## config.mk

```make
export PLATFORM = sky130hd
export DESIGN_NAME = sia_unit
export DESIGN_NICKNAME = d
export VERILOG_FILES = /design/src/rtl/sia_pkg.sv /design/src/rtl/sia_adder.sv /design/src/rtl/sia_opsel.sv /design/src/rtl/sia_unit.sv
export SDC_FILE = /design/constraint.sdc
export NUM_CORES = 1
export LEC_CHECK = 0
export ABC_AREA = 1
export BUFFER_PORTS_ARGS = -buffer_cell sky130_fd_sc_hd__buf_2
export CAP_MARGIN = 20
export CORE_ASPECT_RATIO = 0.8
export CORE_MARGIN = 2
export CORE_UTILIZATION = 31
export CTS_CLUSTER_DIAMETER = 200
export DETAILED_ROUTE_END_ITERATION = 7
export SETUP_SLACK_MARGIN = 0.02
export SLEW_MARGIN = 20
export SYNTH_ARGS = -nofsm -noshare
export SYNTH_HDL_FRONTEND = slang
export SYNTH_SLANG_ARGS = --single-unit
export TNS_END_PERCENT = 100
```

## constraint.sdc

```tcl
create_clock -name clk -period 4.4 [get_ports clk]
set_input_delay 0.88 -clock clk [delete_from_list [all_inputs] [get_ports clk]]
set_output_delay 0.88 -clock clk [all_outputs]
set_load 0.02 [all_outputs]
```

## src/rtl/sia_pkg.sv

```systemverilog
// Shared opcode encoding for the short immediate address unit.
// Assumes a 3-bit operation select decoded upstream.
package sia_pkg;
    typedef enum logic [2:0] {
        OP_MOVI  = 3'd0,
        OP_ADDI  = 3'd1,
        OP_SUBI  = 3'd2,
        OP_JREL  = 3'd3,
        OP_LDAP  = 3'd4,
        OP_LDAM  = 3'd5,
        OP_RSV6  = 3'd6,
        OP_RSV7  = 3'd7
    } sia_op_e;
endpackage

```

## src/rtl/sia_adder.sv

```systemverilog
// Plain W-bit adder with carry-in. Shared by several operations.
// Assumes callers form subtraction as a + ~b + 1.
module sia_adder #(
    parameter int W = 32
) (
    input  logic [W-1:0] a,
    input  logic [W-1:0] b,
    input  logic         cin,
    output logic [W-1:0] sum
);
    // Sum of the two operands and the carry-in, modulo 2^W.
    always_comb begin
        sum = a + b + W'(cin);
    end
endmodule

```

## src/rtl/sia_opsel.sv

```systemverilog
// Operand selector for the shared data adder. It places reg or zero-extended
// PC on side A and the immediate, or its inverse, on side B.
// Assumes ADDR_W <= DATA_W and IMM_W <= ADDR_W.
module sia_opsel
    import sia_pkg::*;
#(
    parameter int DATA_W = 32,
    parameter int ADDR_W = 20,
    parameter int IMM_W  = 9
) (
    input  sia_op_e           op,
    input  logic [ADDR_W-1:0] pc,
    input  logic [DATA_W-1:0] reg_val,
    input  logic [IMM_W-1:0]  imm,
    output logic [DATA_W-1:0] opa,
    output logic [DATA_W-1:0] opb,
    output logic              cin
);
    localparam int PC_PAD = DATA_W - ADDR_W;

    logic [DATA_W-1:0] imm_ext;
    logic [DATA_W-1:0] pc_ext;

    // Zero-extend the immediate and the PC to data width.
    always_comb begin
        imm_ext = DATA_W'(imm);
        pc_ext  = {{PC_PAD{1'b0}}, pc};
    end

    // Pick adder operands by opcode; subtraction uses inverse plus carry.
    always_comb begin
        opa = '0;
        opb = imm_ext;
        cin = 1'b0;
        unique case (op)
            OP_MOVI: begin opa = '0;      opb = imm_ext;  cin = 1'b0; end
            OP_ADDI: begin opa = reg_val; opb = imm_ext;  cin = 1'b0; end
            OP_SUBI: begin opa = reg_val; opb = ~imm_ext; cin = 1'b1; end
            OP_LDAP: begin opa = pc_ext;  opb = imm_ext;  cin = 1'b0; end
            OP_LDAM: begin opa = pc_ext;  opb = ~imm_ext; cin = 1'b1; end
            default: begin opa = '0;      opb = '0;       cin = 1'b0; end
        endcase
    end
endmodule

```

## src/rtl/sia_unit.sv

```systemverilog
// Operand and address stage: immediate move/add/sub, a relative jump by a
// signed register, and PC +/- immediate address-loads, all registered one
// cycle after in_vld. Assumes ADDR_W <= DATA_W and IMM_W <= ADDR_W.
module sia_unit
    import sia_pkg::*;
#(
    parameter int DATA_W = 32,
    parameter int ADDR_W = 20,
    parameter int IMM_W  = 9
) (
    input  logic              clk,
    input  logic              rst_n,
    input  logic              in_vld,
    input  logic [2:0]        op,
    input  logic              mode_splice,
    input  logic [ADDR_W-1:0] pc,
    input  logic [DATA_W-1:0] reg_val,
    input  logic [IMM_W-1:0]  imm,
    output logic              wr_en,
    output logic [DATA_W-1:0] wr_data,
    output logic              jmp_taken,
    output logic [ADDR_W-1:0] npc
);
    localparam int PAD_W = DATA_W - ADDR_W;
    localparam int HI_W  = ADDR_W - IMM_W;

    sia_op_e           op_e;
    logic [DATA_W-1:0] opa, opb, dsum;
    logic              cin;
    logic [ADDR_W-1:0] jsum;
    logic [DATA_W-1:0] res_d;
    logic              wr_d;
    logic              jmp_d;

    // Map the raw select onto the shared opcode type.
    always_comb begin
        op_e = sia_op_e'(op);
    end

    sia_opsel #(.DATA_W(DATA_W), .ADDR_W(ADDR_W), .IMM_W(IMM_W)) u_sel (
        .op(op_e), .pc(pc), .reg_val(reg_val), .imm(imm),
        .opa(opa), .opb(opb), .cin(cin)
    );

    sia_adder #(.W(DATA_W)) u_dadd (
        .a(opa), .b(opb), .cin(cin), .sum(dsum)
    );

    sia_adder #(.W(ADDR_W)) u_jadd (
        .a(pc), .b(reg_val[ADDR_W-1:0]), .cin(1'b0), .sum(jsum)
    );

    // Choose the register result and the write/jump intents by opcode.
    always_comb begin
        res_d = '0;
        wr_d  = 1'b0;
        jmp_d = 1'b0;
        unique case (op_e)
            OP_MOVI, OP_ADDI, OP_SUBI: begin
                res_d = dsum;
                wr_d  = 1'b1;
            end
            OP_LDAP, OP_LDAM: begin
                if (mode_splice)
                    res_d = {{PAD_W{1'b0}}, pc[ADDR_W-1:IMM_W], imm};
                else
                    res_d = {{PAD_W{1'b0}}, dsum[ADDR_W-1:0]};
                wr_d = 1'b1;
            end
            OP_JREL: jmp_d = 1'b1;
            default: ;
        endcase
    end

    // Register outputs; pulses last one cycle, npc holds unless a jump.
    always_ff @(posedge clk) begin
        if (!rst_n) begin
            wr_en     <= 1'b0;
            wr_data   <= '0;
            jmp_taken <= 1'b0;
            npc       <= '0;
        end else begin
            wr_en     <= in_vld && wr_d;
            jmp_taken <= in_vld && jmp_d;
            if (in_vld && wr_d)
                wr_data <= res_d;
            if (in_vld && jmp_d)
                npc <= jsum;
        end
    end
endmodule

```

==> impl_metrics.ini <==
[worst_setup_path]
cp_common_cell = nand2_1
cp.required_ps = 4650
r2r-end = wr_data[10]
cp-start-kind = input port
crit_fanout = 10
rrSetupSlack_ps = 3640
crit_path_top_delay_cell = fa_1
path_class = in -> reg
critPathMaxStageDelay_ps = 520
worst_setup_path_end_kind = flop
crit_chain = buf_2, nand2_1, nand2_1, inv_2, a32o_1, fa_1, fa_1, nand3_1, nand3_1, nand2_1, nand2_1, nand2_1, nand2_1, nand2_1, nand2_1, nand2_1, nand3_1, a21oi_1
r2r_start = wr_data[10]
cp.arrival_ps = 3820
worstRegToRegCells = 2

[logic_synthesis]
synth_top_family_by_area = simple AND/OR/NAND/NOR gates
ys_ff_latch = 54
syn_avg_cell_area_um2 = 5.58
async_reset_ff_share_pct = 0
synth_ff_type = dfxtp_1
synth_cells = 1089
synth_compound_area_share_pct = 17.0
synthXorXnorAreaFrac_pct = 1.58
synth_adder_area_share_pct = 11.1
ys.warnings.count = 0
synthesis.area_mm2 = 0.00608
synth-simple-area-share_pct = 39.3
ys_seq_area_share_pct = 17.8
synth_mux_area_share_pct = 0
ys_types = 38
synth_edf_count = 0
syn-num-nets = 1209

[clock_tree]
cts_buffer_depth = 2
cts.sinks = 54
cts_resized = 0
clk_pin_slew_ps = 80
cts_buffers = 5
root_buffer = clkbuf_16
postCtsSetupBuffers = 0
tritoncts = built
holdBufCountCts = 0
htreeDepth = 2
clock_latency_ps = 310

[final_layout]
nets = 1323
post-route-util_pct = 37.3
drive_gt1_share_pct = 13.1
syn_to_final_growth_pct = 17.2
antenna_cells = 0

[route]
ant_nets = 0
drt_iter0_markers = 701
routed_wl_um = 22700
post_drt_wl_per_cell_um = 15.5
num_vias = 7263
drc = 0
dr.pass1.iters = 7
via_per_inst = 4.97

[floorplanning]
rows = 45
core_mm2 = 0.0191
dieArea_mm2 = 0.0208
fp.dieH_um = 129
die_w_um = 161
io_pins = 122
start_util_pct = 31.9

[grt]
track_usage_pct = 21.8
antenna_found_initial = 0
grt_max_degree = 35
grt_pass1_vias = 6460
gr-total-overflow = 0
grt_pass1_wl_um = 35200

[pwr]
peakVddDrop_v = 0.000146
leakagePower_nw = 4.10
power_mw = 1.66
power_density_mw_per_mm2 = 232

[timing]
finalCriticalPeriod_ps = 3580
min_period_over_period_pct = 81.3
max_freq_ghz = 0.279
worst_slew_pin_slew_ps = 1090
relSlewSlack_pct = 27.4
setup_viol = 0
fin_ws_ps = 821
maxSlewViolCount = 0
tns_ps = 0
final.setup_skew_ps = 0
rsz0062_at_grt = no
finalHoldViolations = 0

[placement]
place_congestion = 0.968
dp_hpwl_um = 18700
place_ws_ps = 482
port-buffer-count = 121

[run_status]
status = finished, final reports clean

[run]
cap_violations = 0

[worst_hold_path]
hold_end = wr_data[20]
whs_path_depth = 2
hold_path_class = reg -> reg
hold_path.startpoint = wr_data[20]
-- flip-flops by register name, indices dropped and copies added, names as in the netlist --
signal     cells
wr_data       32
npc           20
jmp_taken      1
wr_en          1
-- cell usage in the layout, fill, tap and decap left out, types with 8 or more instances in the layout --
cell type and instances:
o21ai_0 59, a32o_1 8, nand2_1 326, or2_2 8
dfxtp_1 54, nor2_1 115, nand3_1 94, ha_1 49
buf_4 11, buf_2 121, xor2_1 10, nand4_1 13
a21oi_1 85, inv_1 178, a31oi_1 15
-- cell families (layout without fill, tap and decap cells) --
logic type / Yosys count / count (layout)
and+or+nand+nor: 576 / 576
xor gates and xnor gates: 11 / 11
DFF: 54 / 54
buffers and inverters: 210 / 324
AOI/OAI and AO/OA: 186 / 186
adders and majority gates: 52 / 52
-- cells in the mapped netlist, types with 6 or more instances --
library cell,instances,area [µm²]
or2_2,8,50.1
nand3b_1,6,45.0
a31oi_1,15,93.8
a21o_1,6,45.0
nand3_1,94,470
xor2_1,10,87.6
clkbuf_1,16,60.1
inv_2,6,22.5
ha_1,49,613
inv_1,178,668
o21ai_0,59,295
nand4_1,13,81.3
dfxtp_1,54,1080
nor2_1,115,432
a21oi_1,85,425
a32o_1,8,80.1
nand2_1,326,1220
-- cell type report --
type / instances / area, µm²
multi-input combinational: 825 / 4200
inverter: 185 / 694
sequential: 54 / 1080
clock inverter: 2 / 15.0
fill: 2175 / 12000
tap: 258 / 323
timing repair buffer: 132 / 688
clock buffer: 5 / 125
-- where the power goes --
group | internal (mW) | switching (mW)
registers | 0.514 | 0.0162
clock network | 0.209 | 0.220
logic | 0.232 | 0.464
total | 0.956 | 0.701
-- worst max-delay path: cells and delay by family --
family	cells	cell delay (ps)
adder cells (fa/ha/maj)	2	1000
AND/OR/NAND/NOR	12	1220
buffers and inverters	2	230
AO/OA/AOI/OAI	2	460
-- per-stage QoR --
step	instances	hold WS, ps	cell area [µm²]
6_report	1461	465	7130
5_1_grt	1461	491	7130
4_1_cts	1461	469	7130
3_5_place_dp	1454	456	6990
3_3_place_gp	1454	451	6990
2_1_floorplan	1089	541	6080
-- worst max-delay path by stage --
stage	cells after the start	slack, ps	start	to
after floorplan	18	740	op[0]	wr_data[16]
final	18	820	op[1]	wr_data[30]
after global placement	18	590	op[1]	wr_data[30]
after detailed placement	18	480	op[1]	wr_data[30]
after global routing	18	510	op[1]	wr_data[30]
after CTS	18	800	op[1]	wr_data[30]
-- routing by layer --
metal	routed length, µm	vias to the layer above	share of wire, %	track usage (%)
li1	-	3738	-	-
met4	182	0	0.80	3.39
met1	12000	3219	53	34.9
met2	8210	290	36	29.0
met5	0	-	0	0
met3	2280	16	10	5.35
(Power assumes the default switching activity.)
